===== src/rtl/rbp_pkg.sv =====
package rbp_pkg;
    localparam int unsigned NUM_OPND = 3;
    localparam int unsigned IDX_W    = 2;

    localparam logic [IDX_W-1:0] IDX_SRC_A  = 2'd0;
    localparam logic [IDX_W-1:0] IDX_SRC_B  = 2'd1;
    localparam logic [IDX_W-1:0] IDX_DST    = 2'd2;
    localparam logic [IDX_W-1:0] IDX_MASKWR = 2'd3;

    typedef enum logic [0:0] {
        ST_QUIET = 1'b0,
        ST_FLAG  = 1'b1
    } trap_st_t;
endpackage


===== src/rtl/rbp_mask_reg.sv =====
module rbp_mask_reg #(
    parameter int unsigned NBANK = 8
) (
    input  logic             clk,
    input  logic             rst_n,
    input  logic             sup_mode,
    input  logic             wr_en,
    input  logic [NBANK-1:0] wr_data,
    output logic [NBANK-1:0] mask,
    output logic             wr_denied
);
    // Only privileged writes land; the reset value leaves every bank open.
    always_ff @(posedge clk or negedge rst_n) begin
        if (!rst_n)
            mask <= '0;
        else if (wr_en && sup_mode)
            mask <= wr_data;
    end

    assign wr_denied = wr_en && !sup_mode;
endmodule


===== src/rtl/rbp_opnd_chk.sv =====
module rbp_opnd_chk #(
    parameter int unsigned RW          = 7,
    parameter int unsigned BANK_SIZE   = 16,
    parameter int unsigned NBANK       = 8,
    parameter int unsigned EXEMPT_REGS = 2
) (
    input  logic             vld,
    input  logic [RW-1:0]    num,
    input  logic             user,
    input  logic [NBANK-1:0] mask,
    output logic             hit
);
    localparam int unsigned BSH = $clog2(BANK_SIZE);
    localparam int unsigned BIW = RW - BSH;

    logic [BIW-1:0] bank_idx;
    logic           exempt;

    assign bank_idx = num[RW-1:BSH];
    assign exempt   = (num < RW'(EXEMPT_REGS));
    assign hit      = vld && user && !exempt && mask[bank_idx];
endmodule


===== src/rtl/rbp_pick.sv =====
module rbp_pick
    import rbp_pkg::*;
#(
    parameter int unsigned RW = 7
) (
    input  logic [NUM_OPND-1:0]         hit,
    input  logic [NUM_OPND-1:0][RW-1:0] nums,
    input  logic                        mw_deny,
    output logic                        any,
    output logic [IDX_W-1:0]            idx,
    output logic [RW-1:0]               rnum
);
    always_comb begin
        // A denied mask write is the fallback report; operand hits override it.
        idx  = mw_deny ? IDX_MASKWR : IDX_SRC_A;
        rnum = '0;
        // Walk downward so that the lowest operand index is kept.
        for (int i = NUM_OPND - 1; i >= 0; i--) begin
            if (hit[i]) begin
                idx  = IDX_W'(i);
                rnum = nums[i];
            end
        end
        any = (|hit) || mw_deny;
    end
endmodule


===== src/rtl/rbp_guard.sv =====
module rbp_guard
    import rbp_pkg::*;
#(
    parameter int unsigned NREGS       = 128,
    parameter int unsigned BANK_SIZE   = 16,
    parameter int unsigned EXEMPT_REGS = 2,
    localparam int unsigned RW         = $clog2(NREGS),
    localparam int unsigned NBANK      = NREGS / BANK_SIZE
) (
    input  logic             clk,
    input  logic             rst_n,
    input  logic             sup_mode,
    input  logic             src_a_vld,
    input  logic [RW-1:0]    src_a_num,
    input  logic             src_b_vld,
    input  logic [RW-1:0]    src_b_num,
    input  logic             dst_vld,
    input  logic [RW-1:0]    dst_num,
    input  logic             mask_we,
    input  logic [NBANK-1:0] mask_wdata,
    output logic             trap_req,
    output logic [IDX_W-1:0] trap_opnd,
    output logic [RW-1:0]    trap_reg
);
    logic [NBANK-1:0]            mask;
    logic                        mw_deny;
    logic [NUM_OPND-1:0]         vlds;
    logic [NUM_OPND-1:0][RW-1:0] nums;
    logic [NUM_OPND-1:0]         hit;
    logic                        viol;
    logic [IDX_W-1:0]            viol_idx;
    logic [RW-1:0]               viol_reg;
    trap_st_t                    state, state_nxt;

    assign vlds = {dst_vld, src_b_vld, src_a_vld};
    assign nums = {dst_num, src_b_num, src_a_num};

    rbp_mask_reg #(.NBANK(NBANK)) u_mask (
        .clk       (clk),
        .rst_n     (rst_n),
        .sup_mode  (sup_mode),
        .wr_en     (mask_we),
        .wr_data   (mask_wdata),
        .mask      (mask),
        .wr_denied (mw_deny)
    );

    for (genvar g = 0; g < NUM_OPND; g++) begin : g_opnd
        rbp_opnd_chk #(
            .RW          (RW),
            .BANK_SIZE   (BANK_SIZE),
            .NBANK       (NBANK),
            .EXEMPT_REGS (EXEMPT_REGS)
        ) u_chk (
            .vld  (vlds[g]),
            .num  (nums[g]),
            .user (!sup_mode),
            .mask (mask),
            .hit  (hit[g])
        );
    end

    rbp_pick #(.RW(RW)) u_pick (
        .hit     (hit),
        .nums    (nums),
        .mw_deny (mw_deny),
        .any     (viol),
        .idx     (viol_idx),
        .rnum    (viol_reg)
    );

    // Next-state decision.
    always_comb begin
        state_nxt = state;
        unique case (state)
            ST_QUIET: state_nxt = viol ? ST_FLAG : ST_QUIET;
            ST_FLAG:  state_nxt = viol ? ST_FLAG : ST_QUIET;
            default:  state_nxt = ST_QUIET;
        endcase
    end

    // State register.
    always_ff @(posedge clk or negedge rst_n) begin
        if (!rst_n)
            state <= ST_QUIET;
        else
            state <= state_nxt;
    end

    // Report registers: loaded on a violation, cleared otherwise.
    always_ff @(posedge clk or negedge rst_n) begin
        if (!rst_n) begin
            trap_opnd <= '0;
            trap_reg  <= '0;
        end else if (viol) begin
            trap_opnd <= viol_idx;
            trap_reg  <= viol_reg;
        end else begin
            trap_opnd <= '0;
            trap_reg  <= '0;
        end
    end

    assign trap_req = (state == ST_FLAG);
endmodule


===== config.mk =====
export PLATFORM = sky130hd
export DESIGN_NAME = rbp_guard
export DESIGN_NICKNAME = d
export VERILOG_FILES = /design/src/rtl/rbp_pkg.sv /design/src/rtl/rbp_mask_reg.sv /design/src/rtl/rbp_opnd_chk.sv /design/src/rtl/rbp_pick.sv /design/src/rtl/rbp_guard.sv
export SDC_FILE = /design/constraint.sdc
export NUM_CORES = 1
export LEC_CHECK = 0
export BUFFER_PORTS_ARGS = -buffer_cell sky130_fd_sc_hd__buf_2
export CORE_ASPECT_RATIO = 1.75
export CORE_UTILIZATION = 43
export DETAILED_ROUTE_END_ITERATION = 12
export GPL_ROUTABILITY_DRIVEN = 1
export PLACE_DENSITY = 0.83
export SYNTH_ARGS = -nofsm -noshare
export SYNTH_HDL_FRONTEND = slang
export SYNTH_HIERARCHICAL = 1
export SYNTH_SLANG_ARGS = --single-unit

===== constraint.sdc =====
create_clock -name clk -period 1.44 [get_ports clk]
set_input_delay 0.36 -clock clk [delete_from_list [all_inputs] [get_ports clk]]
set_output_delay 0.36 -clock clk [all_outputs]
set_load 0.02 [all_outputs]

==> impl_metrics.yaml <==
placed_design:
  port_buffers: 45
  gp_congestion: 0.809
  hpwl_mm: 2.42
  dpl.cell_count: 202
power:
  pwr-share-clk_pct: 24.1
  power_density_nw_per_um2: 851
  power_leakage_nw: 0.836
  switchingPower_w: 0.000475
  seq_power_share_pct: 41.4
  ir_drop_uv: 539
  combPwrFrac_pct: 34.5
  p_sw_share_pct: 31.9
  p_int_w: 0.00101
critical_path:
  r2r-end: "trap_reg[4]$_DFF_PN0_"
  arrival_ps: 1750
  critical_path_class: "flip-flop to flip-flop"
  reg2reg_slack_ps: -160
  cp-end-kind: "flip-flop"
  cp.required_ps: 1590
  cp_max_fo: 6
  r2r_cells: 7
  timing.rr.start: "u_mask/mask[2]$_DFFE_PN0P_"
  setup.worst_path.start_class: "flip-flop"
synth:
  synthCells: 115
  seq_area_frac_synth_pct: 38.5
  synth.distinct_cells: 21
  synth_fp_nets: 151
  ys_ff_latch: 18
  syn_area_per_cell_um2: 10.2
  yosys_warnings: 6
  netlist_area_um2: 1170
clock_tree:
  cts_max_level: 1
  ctsHoldBuffers: 0
  root_buffer: "clkbuf_8"
  clkLatencyLatePin_ps: 260
  path_clk_slew_ps: 60
  cts.sink_count: 18
  cts_buffers: 3
  clockBufferDepth: 2
  cts_tree: "yes"
cells_and_area:
  diodes: 0
  fin_util_pct: 69.3
  drive_above_1_share_pct: 61.3
  instances_no_fill: 212
  layout_commonest_cell: "buf_2"
  area_delta_synth_final_pct: 49.4
  layout_common_cells: "buf_2 (45), buf_4 (26), dfrtp_1 (17)"
  fillers: 203
  nets: 224
  largest_reg_flops: 8
routing:
  drc_errors: 0
  viasPerCell: 5.65
  vias: 1197
  wl_per_cell_um: 16.8
  wl_mm: 3.55
  drt_iter0_markers: 26
  first_pass_iters: 4
  ant_nets: 0
global_routing:
  grt_pass1_wl_mm: 5.53
  first_global_vias: 1297
  antenna_found_initial: 0
  grt_usage_pct: 24.6
  grt.overflow.total: 0
  grt_max_degree: 19
floorplan:
  pin_count: 46
  dieArea_um2: 2940
  fp-row-count: 24
  start_util_pct: 46.4
  core_um2: 2520
  die_y_um: 71.0
  die_w_um: 41.5
worst_hold_path:
  hp-class: "input port to async pin"
timing:
  min_period_over_period_pct: 111
  worst_pin_slew_ps: 417
  setup_viol: 10
  finalCriticalPeriod_ps: 1600
  fin_skew_ps: 1.20
  relSlewSlack_pct: 72.2
  fmax_mhz: 626
  rsz0062_at_grt: "true"
  drv_slew: 0
  hold_viol_final: 0
  setup_ws_ps: -156
job:
  max-cap-violations: 0
status:
  run_status: "finished, violations left"
  violations: "negative setup slack"
## how the worst max path moves through the flow
stage / to / start / slack (ps)
floorplan: trap_reg[0]$_DFF_PN0_ / src_b_num[5] / -70
global placement: trap_reg[3]$_DFF_PN0_ / src_a_num[3] / -260
detailed placement: trap_reg[1]$_DFF_PN0_ / src_a_num[3] / -340
CTS: trap_reg[5]$_DFF_PN0_ / u_mask/mask[2]$_DFFE_PN0P_ / -120
global route: trap_reg[0]$_DFF_PN0_ / u_mask/mask[3]$_DFFE_PN0P_ / -190
finish: trap_reg[4]$_DFF_PN0_ / u_mask/mask[2]$_DFFE_PN0P_ / -160
## power groups by stage
| stage | clock [W] | combinational (W) | sequential, W |
|---|---|---|---|
| 2_1_floorplan | 0 | 0.000241 | 0.000647 |
| 3_3_place_gp | 0 | 0.000421 | 0.000624 |
| 3_5_place_dp | 0 | 0.000442 | 0.000626 |
| 4_1_cts | 0.000361 | 0.000494 | 0.000617 |
| 5_1_grt | 0.000374 | 0.000548 | 0.000621 |
| 6_report | 0.000359 | 0.000514 | 0.000616 |
## final cells by class
cell class                      count  area, µm²  share of cell area (%)
Multi-Input combinational cell     90        769                    44.0
Sequential cell                    18        452                    25.8
Timing Repair Buffer               73        447                    25.5
Clock buffer                        3       41.3                    2.36
Tap cell                           26       32.5                    1.86
Inverter                            2       7.51                   0.429
## repair_timing
action	4_1_cts	5_1_grt
cloned	1	0
setup buffers	6	0
pin swaps	9	0
setup endpoints to repair	10	10
resized for setup	13	5
## cells in the mapped netlist
cell type	count	share of area [%]
nor2b_1	7	3.7
a21oi_2	14	10
and4_1	3	2.2
inv_1	2	0.64
buf_6	2	1.9
nand2_1	4	1.3
and2_1	9	4.8
dfrtp_1	18	38
nor3_1	4	1.7
nand2_2	1	0.53
a211oi_1	3	1.9
mux2i_1	9	7.7
mux2_2	8	7.7
o21ai_0	3	1.3
nand3b_1	13	8.3
nand2b_1	4	2.1
and2b_2	1	0.75
clkbuf_2	4	1.7
a31oi_1	3	1.6
a21oi_1	1	0.43
nor2_1	2	0.64
## per-stage QoR
stage	total power, W	hold WS (ps)	TNS [ps]	instance area, µm²	setup WS [ps]
4_1_cts	0.00147	30.7	-1050	1720	-123
3_3_place_gp	0.00105	299	-2200	1580	-260
6_report	0.00149	25.5	-1300	1750	-156
5_1_grt	0.00154	64.4	-1710	1750	-194
2_1_floorplan	0.000889	64.4	-612	1250	-68.8
3_5_place_dp	0.00107	309	-2820	1580	-339
## layer usage
layer | GRT usage [%] | share of wire, %
met4 | 16.8 | 4.5
met3 | 4.08 | 4.9
met1 | 21.3 | 34
met2 | 48.3 | 57
met5 | 0 | 0
## cells by family (layout without fill, tap and decap cells)
logic type             Yosys count  after routing  share of synthesized area, %
muxes                           17             17                          15.4
buffers and inverters            8             78                          4.27
and+or+nand+nor                 48             49                          26.2
AOI/OAI and AO/OA               24             24                          15.7
DFF                             18             18                          38.5
## worst max-delay path: stages (launching register included)
cell and delay (ps):
dfrtp_2 450, a211oi_2 230, o21ai_2 100, and4_4 210, buf_8 140, a21oi_4 130
a21oi_2 70, and2_1 150
No activity file was read; power rests on OpenSTA's default activity.
